[config.mk]
export PLATFORM = sky130hd
export DESIGN_NAME = sleep_clock_ctrl
export DESIGN_NICKNAME = d
export VERILOG_FILES = /design/src/rtl/slp_pkg.sv /design/src/rtl/slp_wake_filter.sv /design/src/rtl/slp_wake_timer.sv /design/src/rtl/slp_seq.sv /design/src/rtl/slp_clk_decode.sv /design/src/rtl/sleep_clock_ctrl.sv
export SDC_FILE = /design/constraint.sdc
export NUM_CORES = 1
export LEC_CHECK = 0
export ABC_AREA = 0
export ABC_CLOCK_PERIOD_IN_PS = 3250
export BUFFER_PORTS_ARGS = -buffer_cell sky130_fd_sc_hd__buf_2
export CORE_MARGIN = 2
export CORE_UTILIZATION = 38
export CTS_BUF_LIST = sky130_fd_sc_hd__clkbuf_8 sky130_fd_sc_hd__clkbuf_16
export CTS_CLUSTER_SIZE = 10
export DETAILED_ROUTE_END_ITERATION = 8
export PLACE_DENSITY = 0.69
export SKIP_CTS_REPAIR_TIMING = 1
export SLEW_MARGIN = 20
export SYNTH_ARGS = -nofsm -noshare
export SYNTH_HDL_FRONTEND = slang
export SYNTH_SLANG_ARGS = --single-unit
[constraint.sdc]
create_clock -name clk -period 3.25 [get_ports clk]
set_input_delay 0.1625 -clock clk [delete_from_list [all_inputs] [get_ports clk]]
set_output_delay 0.1625 -clock clk [all_outputs]
set_load 0.1 [all_outputs]
[src/rtl/slp_pkg.sv]
package slp_pkg;

  localparam int WAKE_N = 10;

  // wake event bit positions
  localparam int WK_IRQ   = 0;
  localparam int WK_ADC   = 1;
  localparam int WK_XRST  = 2;
  localparam int WK_WRST  = 3;
  localparam int WK_BROWN = 4;
  localparam int WK_TWI   = 5;
  localparam int WK_ATMR  = 6;
  localparam int WK_MEM   = 7;
  localparam int WK_LVL   = 8;
  localparam int WK_EXT   = 9;

  typedef enum logic [1:0] {
    M_LIGHT = 2'd0,
    M_QUIET = 2'd1,
    M_DEEP  = 2'd2,
    M_SAVE  = 2'd3
  } slp_mode_e;

  typedef enum logic [1:0] {
    S_RUN   = 2'd0,
    S_SLEEP = 2'd1,
    S_DLY   = 2'd2
  } slp_state_e;

  // map the software code to a mode; unknown codes fall back to light sleep
  function automatic slp_mode_e code_to_mode(logic [2:0] code);
    slp_mode_e m;
    case (code)
      3'b001:  m = M_QUIET;
      3'b010:  m = M_DEEP;
      3'b011:  m = M_SAVE;
      default: m = M_LIGHT;
    endcase
    return m;
  endfunction

  function automatic logic mode_is_deep(slp_mode_e m);
    return (m == M_DEEP) || (m == M_SAVE);
  endfunction

  function automatic logic mode_starts_adc(slp_mode_e m);
    return (m == M_LIGHT) || (m == M_QUIET);
  endfunction

  // which wake events each mode accepts
  function automatic logic [WAKE_N-1:0] wake_mask(slp_mode_e m);
    logic [WAKE_N-1:0] k;
    k = '0;
    k[WK_XRST]  = 1'b1;
    k[WK_WRST]  = 1'b1;
    k[WK_BROWN] = 1'b1;
    k[WK_TWI]   = 1'b1;
    k[WK_LVL]   = 1'b1;
    k[WK_EXT]   = 1'b1;
    case (m)
      M_LIGHT: k = '1;
      M_QUIET: begin
        k[WK_ADC]  = 1'b1;
        k[WK_ATMR] = 1'b1;
        k[WK_MEM]  = 1'b1;
      end
      M_SAVE:  k[WK_ATMR] = 1'b1;
      default: ;
    endcase
    return k;
  endfunction

endpackage

[src/rtl/slp_wake_filter.sv]
module slp_wake_filter
  import slp_pkg::*;
(
  input  logic              clk,
  input  logic              rst_n,
  input  logic [WAKE_N-1:0] wake_evt,
  input  slp_mode_e         mode_q,
  output logic              wake_hit
);

  logic              lvl_q;
  logic              lvl_ok;
  logic [WAKE_N-1:0] qualified;

  always_ff @(posedge clk or negedge rst_n) begin
    if (!rst_n) lvl_q <= 1'b0;
    else        lvl_q <= wake_evt[WK_LVL];
  end

  assign lvl_ok = wake_evt[WK_LVL] & lvl_q;

  always_comb begin
    qualified         = wake_evt;
    qualified[WK_LVL] = lvl_ok;
  end

  assign wake_hit = |(qualified & wake_mask(mode_q));

  // level line only counts once it was also high on the previous edge
  assert_level_held_R12: assert property (@(posedge clk) disable iff (!rst_n)
    lvl_ok |-> $past(wake_evt[WK_LVL]));

endmodule

[src/rtl/slp_wake_timer.sv]
module slp_wake_timer #(
  parameter int DLY_W        = 3,
  parameter int DLY_BASE_LOG = 2
) (
  input  logic             clk,
  input  logic             rst_n,
  input  logic             load,
  input  logic             run,
  input  logic [DLY_W-1:0] dly_cfg,
  output logic             done
);

  localparam int CNT_W = DLY_BASE_LOG + (1 << DLY_W);

  logic [CNT_W-1:0] cnt;

  // delay length in cycles: 2^(base + cfg)
  function automatic logic [CNT_W-1:0] dly_len(logic [DLY_W-1:0] c);
    return CNT_W'(1) << (DLY_BASE_LOG + int'(c));
  endfunction

  always_ff @(posedge clk or negedge rst_n) begin
    if (!rst_n)                cnt <= '0;
    else if (load)             cnt <= dly_len(dly_cfg) - CNT_W'(1);
    else if (run && cnt != '0) cnt <= cnt - CNT_W'(1);
  end

  assign done = (cnt == '0);

  // the counter moves down by one every running cycle
  assert_count_down_R9: assert property (@(posedge clk) disable iff (!rst_n)
    (run && !load && !done) |=> (cnt == $past(cnt) - CNT_W'(1)));

endmodule

[src/rtl/slp_seq.sv]
module slp_seq
  import slp_pkg::*;
(
  input  logic       clk,
  input  logic       rst_n,
  input  logic       sleep_en,
  input  logic       sleep_req,
  input  logic [2:0] mode_sel,
  input  logic       adc_on,
  input  logic       wake_hit,
  input  logic       dly_done,
  output slp_state_e state,
  output slp_mode_e  mode_q,
  output logic       dly_load,
  output logic       adc_start
);

  slp_state_e state_nx;
  logic       enter;
  slp_mode_e  mode_nx;

  assign enter    = (state == S_RUN) && sleep_req && sleep_en;
  assign mode_nx  = code_to_mode(mode_sel);
  assign dly_load = (state == S_SLEEP) && wake_hit && mode_is_deep(mode_q);

  always_comb begin
    state_nx = state;
    case (state)
      S_RUN:   if (enter) state_nx = S_SLEEP;
      S_SLEEP: if (wake_hit) state_nx = mode_is_deep(mode_q) ? S_DLY : S_RUN;
      S_DLY:   if (dly_done) state_nx = S_RUN;
      default: state_nx = S_RUN;
    endcase
  end

  always_ff @(posedge clk or negedge rst_n) begin
    if (!rst_n) begin
      state     <= S_RUN;
      mode_q    <= M_LIGHT;
      adc_start <= 1'b0;
    end else begin
      state     <= state_nx;
      adc_start <= enter && adc_on && mode_starts_adc(mode_nx);
      if (enter) mode_q <= mode_nx;
    end
  end

  // a request without the arm bit leaves the controller running
  assert_unarmed_ignored_R1: assert property (@(posedge clk) disable iff (!rst_n)
    (state == S_RUN && !sleep_en) |=> (state == S_RUN));

  // conversion start lasts a single cycle
  assert_adc_pulse_R6: assert property (@(posedge clk) disable iff (!rst_n)
    adc_start |=> !adc_start);

  // light modes return to run on the wake edge itself
  assert_fast_wake_R13: assert property (@(posedge clk) disable iff (!rst_n)
    (state == S_SLEEP && wake_hit && !mode_is_deep(mode_q)) |=> (state == S_RUN));

endmodule

[src/rtl/slp_clk_decode.sv]
module slp_clk_decode
  import slp_pkg::*;
(
  input  logic       clk,
  input  logic       rst_n,
  input  slp_state_e state,
  input  slp_mode_e  mode_q,
  output logic       clk_en_cpu,
  output logic       clk_en_flash,
  output logic       clk_en_io,
  output logic       clk_en_adc,
  output logic       clk_en_async,
  output logic       osc_stop
);

  logic gated;

  assign gated = (state != S_RUN);

  always_comb begin
    clk_en_cpu   = 1'b1;
    clk_en_flash = 1'b1;
    clk_en_io    = 1'b1;
    clk_en_adc   = 1'b1;
    clk_en_async = 1'b1;
    osc_stop     = 1'b0;
    if (gated) begin
      clk_en_cpu   = 1'b0;
      clk_en_flash = 1'b0;
      case (mode_q)
        M_QUIET: clk_en_io = 1'b0;
        M_DEEP: begin
          clk_en_io    = 1'b0;
          clk_en_adc   = 1'b0;
          clk_en_async = 1'b0;
        end
        M_SAVE: begin
          clk_en_io  = 1'b0;
          clk_en_adc = 1'b0;
        end
        default: ;
      endcase
      osc_stop = (state == S_SLEEP) && mode_is_deep(mode_q);
    end
  end

  // a stopped oscillator never coexists with a running synchronous domain
  assert_osc_quiet_R7: assert property (@(posedge clk) disable iff (!rst_n)
    osc_stop |-> !(clk_en_cpu || clk_en_flash || clk_en_io || clk_en_adc));

  // during the wake-up delay the oscillator runs but the CPU stays gated
  assert_delay_gated_R9: assert property (@(posedge clk) disable iff (!rst_n)
    (state == S_DLY) |-> (!osc_stop && !clk_en_cpu));

  // CPU and flash are always gated together
  assert_cpu_flash_pair_R2: assert property (@(posedge clk) disable iff (!rst_n)
    clk_en_cpu == clk_en_flash);

endmodule

[src/rtl/sleep_clock_ctrl.sv]
module sleep_clock_ctrl
  import slp_pkg::*;
#(
  parameter int DLY_W        = 3,
  parameter int DLY_BASE_LOG = 2
) (
  input  logic              clk,
  input  logic              rst_n,
  input  logic              sleep_en,
  input  logic              sleep_req,
  input  logic [2:0]        mode_sel,
  input  logic              adc_on,
  input  logic [DLY_W-1:0]  dly_cfg,
  input  logic [WAKE_N-1:0] wake_evt,
  output logic              clk_en_cpu,
  output logic              clk_en_flash,
  output logic              clk_en_io,
  output logic              clk_en_adc,
  output logic              clk_en_async,
  output logic              osc_stop,
  output logic              adc_start
);

  slp_state_e state;
  slp_mode_e  mode_q;
  logic       wake_hit;
  logic       dly_load;
  logic       dly_done;
  logic       dly_run;

  assign dly_run = (state == S_DLY);

  slp_wake_filter i_filter (
    .clk      (clk),
    .rst_n    (rst_n),
    .wake_evt (wake_evt),
    .mode_q   (mode_q),
    .wake_hit (wake_hit)
  );

  slp_seq i_seq (
    .clk       (clk),
    .rst_n     (rst_n),
    .sleep_en  (sleep_en),
    .sleep_req (sleep_req),
    .mode_sel  (mode_sel),
    .adc_on    (adc_on),
    .wake_hit  (wake_hit),
    .dly_done  (dly_done),
    .state     (state),
    .mode_q    (mode_q),
    .dly_load  (dly_load),
    .adc_start (adc_start)
  );

  slp_wake_timer #(
    .DLY_W        (DLY_W),
    .DLY_BASE_LOG (DLY_BASE_LOG)
  ) i_timer (
    .clk     (clk),
    .rst_n   (rst_n),
    .load    (dly_load),
    .run     (dly_run),
    .dly_cfg (dly_cfg),
    .done    (dly_done)
  );

  slp_clk_decode i_decode (
    .clk          (clk),
    .rst_n        (rst_n),
    .state        (state),
    .mode_q       (mode_q),
    .clk_en_cpu   (clk_en_cpu),
    .clk_en_flash (clk_en_flash),
    .clk_en_io    (clk_en_io),
    .clk_en_adc   (clk_en_adc),
    .clk_en_async (clk_en_async),
    .osc_stop     (osc_stop)
  );

  // the async timer keeps its clock whenever the oscillator is stopped in timer save
  assert_save_async_R10: assert property (@(posedge clk) disable iff (!rst_n)
    (osc_stop && mode_q == M_SAVE) |-> clk_en_async);

endmodule

# --- Yosys cells after proc, flatten, opt, wreduce, memory -nomap -nowiden ---
# Cells that the tools add are included.
word_totals:
  regBits: 16
  input_bits: 21
  output_inout_bits: 7
  elab_cells: 65
op_classes:
  n_addsub: 3
  eq_ne: 12
  shifts: 1
  n_mux: 19
  bitwise_logic: 2
  reduce_logical: 23
op_table:
  columns: ["cell", "n"]
  rows:
  - ["1-bit by 32-bit << shifter with 10-bit output (first input constant)", 1]
  - ["10-bit two-way mux", 2]
  - ["10-bit by 1-bit subtractor with 10-bit output (second input constant)", 2]
  - ["2-bit one-hot mux with 3 select lines", 2]
  - ["1-bit two-way mux", 11]
  - ["10-bit bitwise AND", 1]
  - ["10-bit zero test", 1]
  - ["10-bit nonzero test", 1]
  - ["10-bit OR reduction", 1]
  - ["1-bit logical AND", 8]
  - ["2-bit two-way mux", 4]
  - ["2-bit by 1-bit equality test with 1-bit output (second input constant)", 3]
  - ["2-bit equality test (second input constant)", 3]
  - ["3-bit by 2-bit equality test with 1-bit output (second input constant)", 2]
  - ["2-bit zero test", 3]
  - ["3-bit OR reduction", 2]
  - ["2-bit by 3-bit adder with 4-bit output (first input constant)", 1]
  - ["2-bit != test (second input constant)", 2]
  - ["2-bit nonzero test", 2]
  - ["2-bit OR reduction", 2]
  - ["3-bit by 1-bit equality test with 1-bit output (second input constant)", 1]
  - ["3-bit AND reduction", 1]
  - ["1-bit logical OR", 2]
  - ["2-bit by 1-bit != test with 1-bit output (second input constant)", 1]
  - ["1-bit bitwise AND", 1]

# --- Logic depth before layout (Yosys ltp) ---
depth:
  word_depth: 8
  ltp_mapped: 12
  depth_no_buf: 11

# --- Cells and area by module ---
# A second synthesis with hierarchy kept.
unflattened:
  cells_unflattened: 126
  hier_area_um2: 1169.9
by_module_without_submodules:
  columns: ["module", "n_inst", "cells_per_inst", "area_per_inst_um2", "seq_area_each_um2"]
  rows:
  - ["slp_wake_timer", 1, 95, 814.5, 250.2]
  - ["slp_seq", 1, 17, 226.5, 125.1]
  - ["slp_wake_filter", 1, 7, 72.6, 25.0]
  - ["slp_clk_decode", 1, 6, 42.5, 0.0]
  - ["sleep_clock_ctrl", 1, 1, 13.8, 0.0]

# --- Worst setup path before layout ---
# Ideal clock, no wire load.
synth_path:
  path_type: "register -> output"
  start: "register i_seq.state[0]"
  end: "output port clk_en_async"
  t_arrival_ns: 3.518
  required_ns: 3.087
  path_slack_ns: -0.431
  path_stages_with_launch: 3
  n_path_buf: 0
  path_cell_list: "dfrtp_1 > o21ai_0 > nand2b_1"
synth_between:
  elab_chain_cells: 2
synth_lines:
  columns: ["element", "line_no", "text"]
  rows:
  - ["from (decl)", "slp_seq.sv:12", "output slp_state_e state,"]
  - ["from (signal assigned)", "slp_seq.sv:42", "state <= state_nx;"]
  - ["2-bit nonzero test", "slp_clk_decode.sv:18", "assign gated = (state != S_RUN);"]
  - ["1-bit two-way mux", "slp_clk_decode.sv:27", "if (gated) begin"]
  - ["to (decl)", "sleep_clock_ctrl.sv:19", "output logic clk_en_async,"]
# No other way between the ends.

# --- Final worst setup path ---
layout_path:
  start: "register i_seq.mode_q[0]"
  end: "register i_timer.cnt[4]"
layout_between:
  elab_chain_cells: 8
  elab_cells_between_ends: 16
  cone_classes: "eq/ne: 3; mux: 4; bitwise: 1; reduce/logical: 8"
layout_lines:
  columns: ["element", "line_no", "text"]
  rows:
  - ["from (decl)", "slp_seq.sv:13", "output slp_mode_e mode_q,"]
  - ["from (signal assigned)", "slp_seq.sv:44", "if (enter) mode_q <= mode_nx;"]
  - ["2-bit by 1-bit equality test with 1-bit output (tied with other cells)", "slp_pkg.sv:60", "case (m)"]
  - ["3-bit OR reduction (no source line) / 2-bit OR reduction (equally long branches)", null, null]
  - ["1-bit two-way mux", "slp_pkg.sv:60", null]
  - ["10-bit bitwise AND", "slp_wake_filter.sv:27", "assign wake_hit = |(qualified & wake_mask(mode_q));"]
  - ["10-bit OR reduction", "slp_wake_filter.sv:27", null]
  - ["1-bit logical AND", "slp_seq.sv:24", "assign dly_load = (state == S_SLEEP) && wake_hit && mode_is_deep(mode_q);"]
  - ["1-bit logical AND *", "slp_seq.sv:24", null]
  - ["10-bit two-way mux / 2-bit nonzero test (equally long branches)", null, null]
  - ["to (signal assigned)", "slp_wake_timer.sv:24", "else if (load) cnt <= dly_len(dly_cfg) - CNT_W'(1);"]
  - ["to (signal assigned)", "slp_wake_timer.sv:25", "else if (run && cnt != '0) cnt <= cnt - CNT_W'(1);"]
  - ["to (decl)", "slp_wake_timer.sv:15", "logic [CNT_W-1:0] cnt;"]
# Every way passes the cells marked *; elsewhere a longest branch is shown, timed or not.
# A chain may end at the register's enable or synchronous reset.

==> impl_results.md <==
- First-pass GRT wire length: 4130 um
- Clk network pwr share: 38.3%
- Startpoint Class: flop
- Fin. Hold Viols: 0
- F_max: 368 MHz
- Peak supply drop: 0.189 mV
- Net Sw Frac: 21.8%
- Post-synthesis cell area: 1050 um^2
- Post-synth EDFFs: 0
- Crit path required time: 3.42 ns
- Critical Path End Type: flop
- RD Place Congestion: 0.834
- Fin area: 1260 um^2
- Slew headroom: 67.8%
- Initial antenna violation count: 0
- Status: complete, no violations
- Actual slew at the worst max-slew pin: 0.486 ns
- R2R cell count: 11
- Vias in the first global route: 948
- Post-synth cell types: 35
- Via count: 1,006
- Hold path cells: 1
- Most common cell after layout, fill and taps aside: buf_2
- CTS Buf Count: 3
- Critical path class: reg -> reg
- Async set-reset flop share out of synthesis: 100%
- Fin nets: 172
- CTS H-Tree Depth: 1
- Total GRT Usage: 16.7%
- Critical Path AT: 2.89 ns
- Core Rows: 19
- Largest net degree at the start of global routing: 19
- Chip width: 56.6 um
- Max Buffers Root-to-Sink: 2
- Worst hold path type: in -> reg
- Skew-Pair Late Insertion Delay: 0.25 ns
- Number of buffers added on ports: 27
- Worst Path Max Fanout: 18
- Max Cap Violations: 0
- DR vias/cell: 5.65
- Worst path cell trace: nor2b_1 -> a2bb2oi_1 -> o21ai_1 -> buf_4 -> a21oi_1 -> ha_1 -> inv_1 -> or4_1 -> nor3b_1 -> a21oi_1 -> a21oi_1
- Most frequent cells in the layout: 27 x buf_2, 16 x dfrtp_1, 14 x a21oi_1, 11 x nor2_1, 7 x inv_1
- Initial Utilization: 39.1%
- Syn nets: 143
- DR WL/cell: 13.5 um
- Syn avg cell area: 8.75 um^2
- Final Critical Period: 2.71 ns
- TritonRoute pass-1 iters: 4
- Synthesized flop and latch total: 16
- Top FF cell, synth: dfrtp_1
- Die area: 3200 um^2
- Max Slew Vio Count: 0
- Proportion of layout cells with a drive suffix above 1: 25.2%
- Final core utilization: 46.9%
- Instance area at placement: 1210 um^2
- Pwr dens: 303 nW/um^2
- Flop2flop setup slack: 0.54 ns
- Sequential share of power: 52.3%
- Sequential element share of the synthesized area: 38.1%
- CP max stage delay: 0.52 ns
- Layout area overhead: 20.0%
- Cell Int Power: 299 uW
- Clock sink total: 16
- DR DRC count: 0
- Setup TNS: 0 ns
- Antenna Cells: 0
- TritonCTS clock tree: yes
- Cells after synthesis: 120
- Core Area: 2690 um^2
- Final Cycle Share: 83.5%
- Die height: 56.6 um
- Slowest CP cell: or4_1
- Final clock skew: 0.00400 ns
- Critical path's most frequent cell: a21oi_1
- Post-route ant nets: 0
- Leakage: 0.000596 uW
- YS warnings: 0
- Logic pwr share: 9.3%
- Total I/O pin count: 28
- RSZ-0062 raised after global routing: false
- Wirelength, routed: 2410 um
- Final setup vio count: 0
- Overflow after GRT: 0
- Hpwl dp: 1860 um
- Psw: 83.3 uW
- Clk pin slew, worst setup/hold paths: 0.06 ns
- DR iter-0 viols: 35
- Root Buffer Master: clkbuf_8
-- kinds of logic after synthesis --
kind of cell               count (synthesis)  synth area share (%)
and+or+nand+nor                           49                  26.8
AOI/OAI and AO/OA                         29                  17.0
DFF                                       16                  38.1
muxes                                      6                  5.84
buffers and inverters                     12                  4.77
xor gates and xnor gates                   6                  5.01
adders and majority gates                  2                  2.38
-- power groups by stage --
| stage | registers (uW) | clock network, uW | logic (uW) |
|---|---|---|---|
| final | 200 | 147 | 35.7 |
| after global routing | 200 | 163 | 40.8 |
| after CTS | 200 | 153 | 35.4 |
| after detailed placement | 204 | 0 | 35.1 |
| after global placement | 204 | 0 | 34.1 |
| after floorplan | 204 | 0 | 15.0 |
-- per-stage QoR --
stage                     power, uW  hold slack, ns  setup slack, ns  cells
after floorplan                 219          -0.133            0.328    120
after global placement          238          0.0926            0.675    174
after detailed placement        239          0.0959            0.546    174
after CTS                       389          -0.177            0.526    177
after global routing            404          0.0301            0.256    178
final                           382          0.0346            0.536    178
-- final cells by class --
class	count	area, um^2
clock buffer	3	41.3
fill	263	1430
inverter	7	26.3
multi-input combinational	92	601
sequential	16	400
tap	31	38.8
timing repair buffer	29	153
-- synthesized netlist by cell type, drive strengths merged (4+ instances only) --
library cell | number | share of area [%]
nand2 | 6 | 2.4
inv | 7 | 2.5
nor4 | 5 | 3.0
a21oi | 14 | 6.7
dfrtp | 16 | 38
mux2i | 5 | 4.8
o21ai | 8 | 3.8
nor2 | 11 | 3.9
nand2b | 4 | 2.4
-- flip-flops by register name, summed over array words and instances (netlist names) --
signal	cells
i_timer.cnt	10
i_filter.lvl_q	1
i_seq.adc_start	1
i_seq.state	2
i_seq.mode_q	2
-- worst max-delay path: cells and delay by family (launching register included) --
kind / cells / cell delay [ns]
compound gates: 5 / 0.73
fa+ha+maj: 1 / 0.27
buf+inv: 2 / 0.40
flops: 1 / 0.39
simple gates: 3 / 0.83
-- metal layers --
| layer | GRT usage (%) | up-vias | wire length [um] |
|---|---|---|---|
| li1 | - | 487 | - |
| met2 | 27.7 | 42 | 1140 |
| met4 | 11.6 | 0 | 82 |
| met1 | 19.7 | 471 | 1030 |
| met3 | 2.30 | 6 | 153 |
| met5 | 0 | - | 0 |
-- final timing paths --
| path | startpoint | endpoint |
|---|---|---|
| worst min register to register | i_timer.cnt[9] | i_timer.cnt[9] |
| worst min-delay path | wake_evt[8] | i_filter.lvl_q |
| max in group asynchronous | rst_n | i_timer.cnt[2] |
| worst max register to register | i_seq.mode_q[0] | i_timer.cnt[4] |
| worst max-delay path | i_seq.mode_q[0] | i_timer.cnt[4] |
| min in group asynchronous | rst_n | i_seq.mode_q[0] |
(Power assumes the default switching activity.)
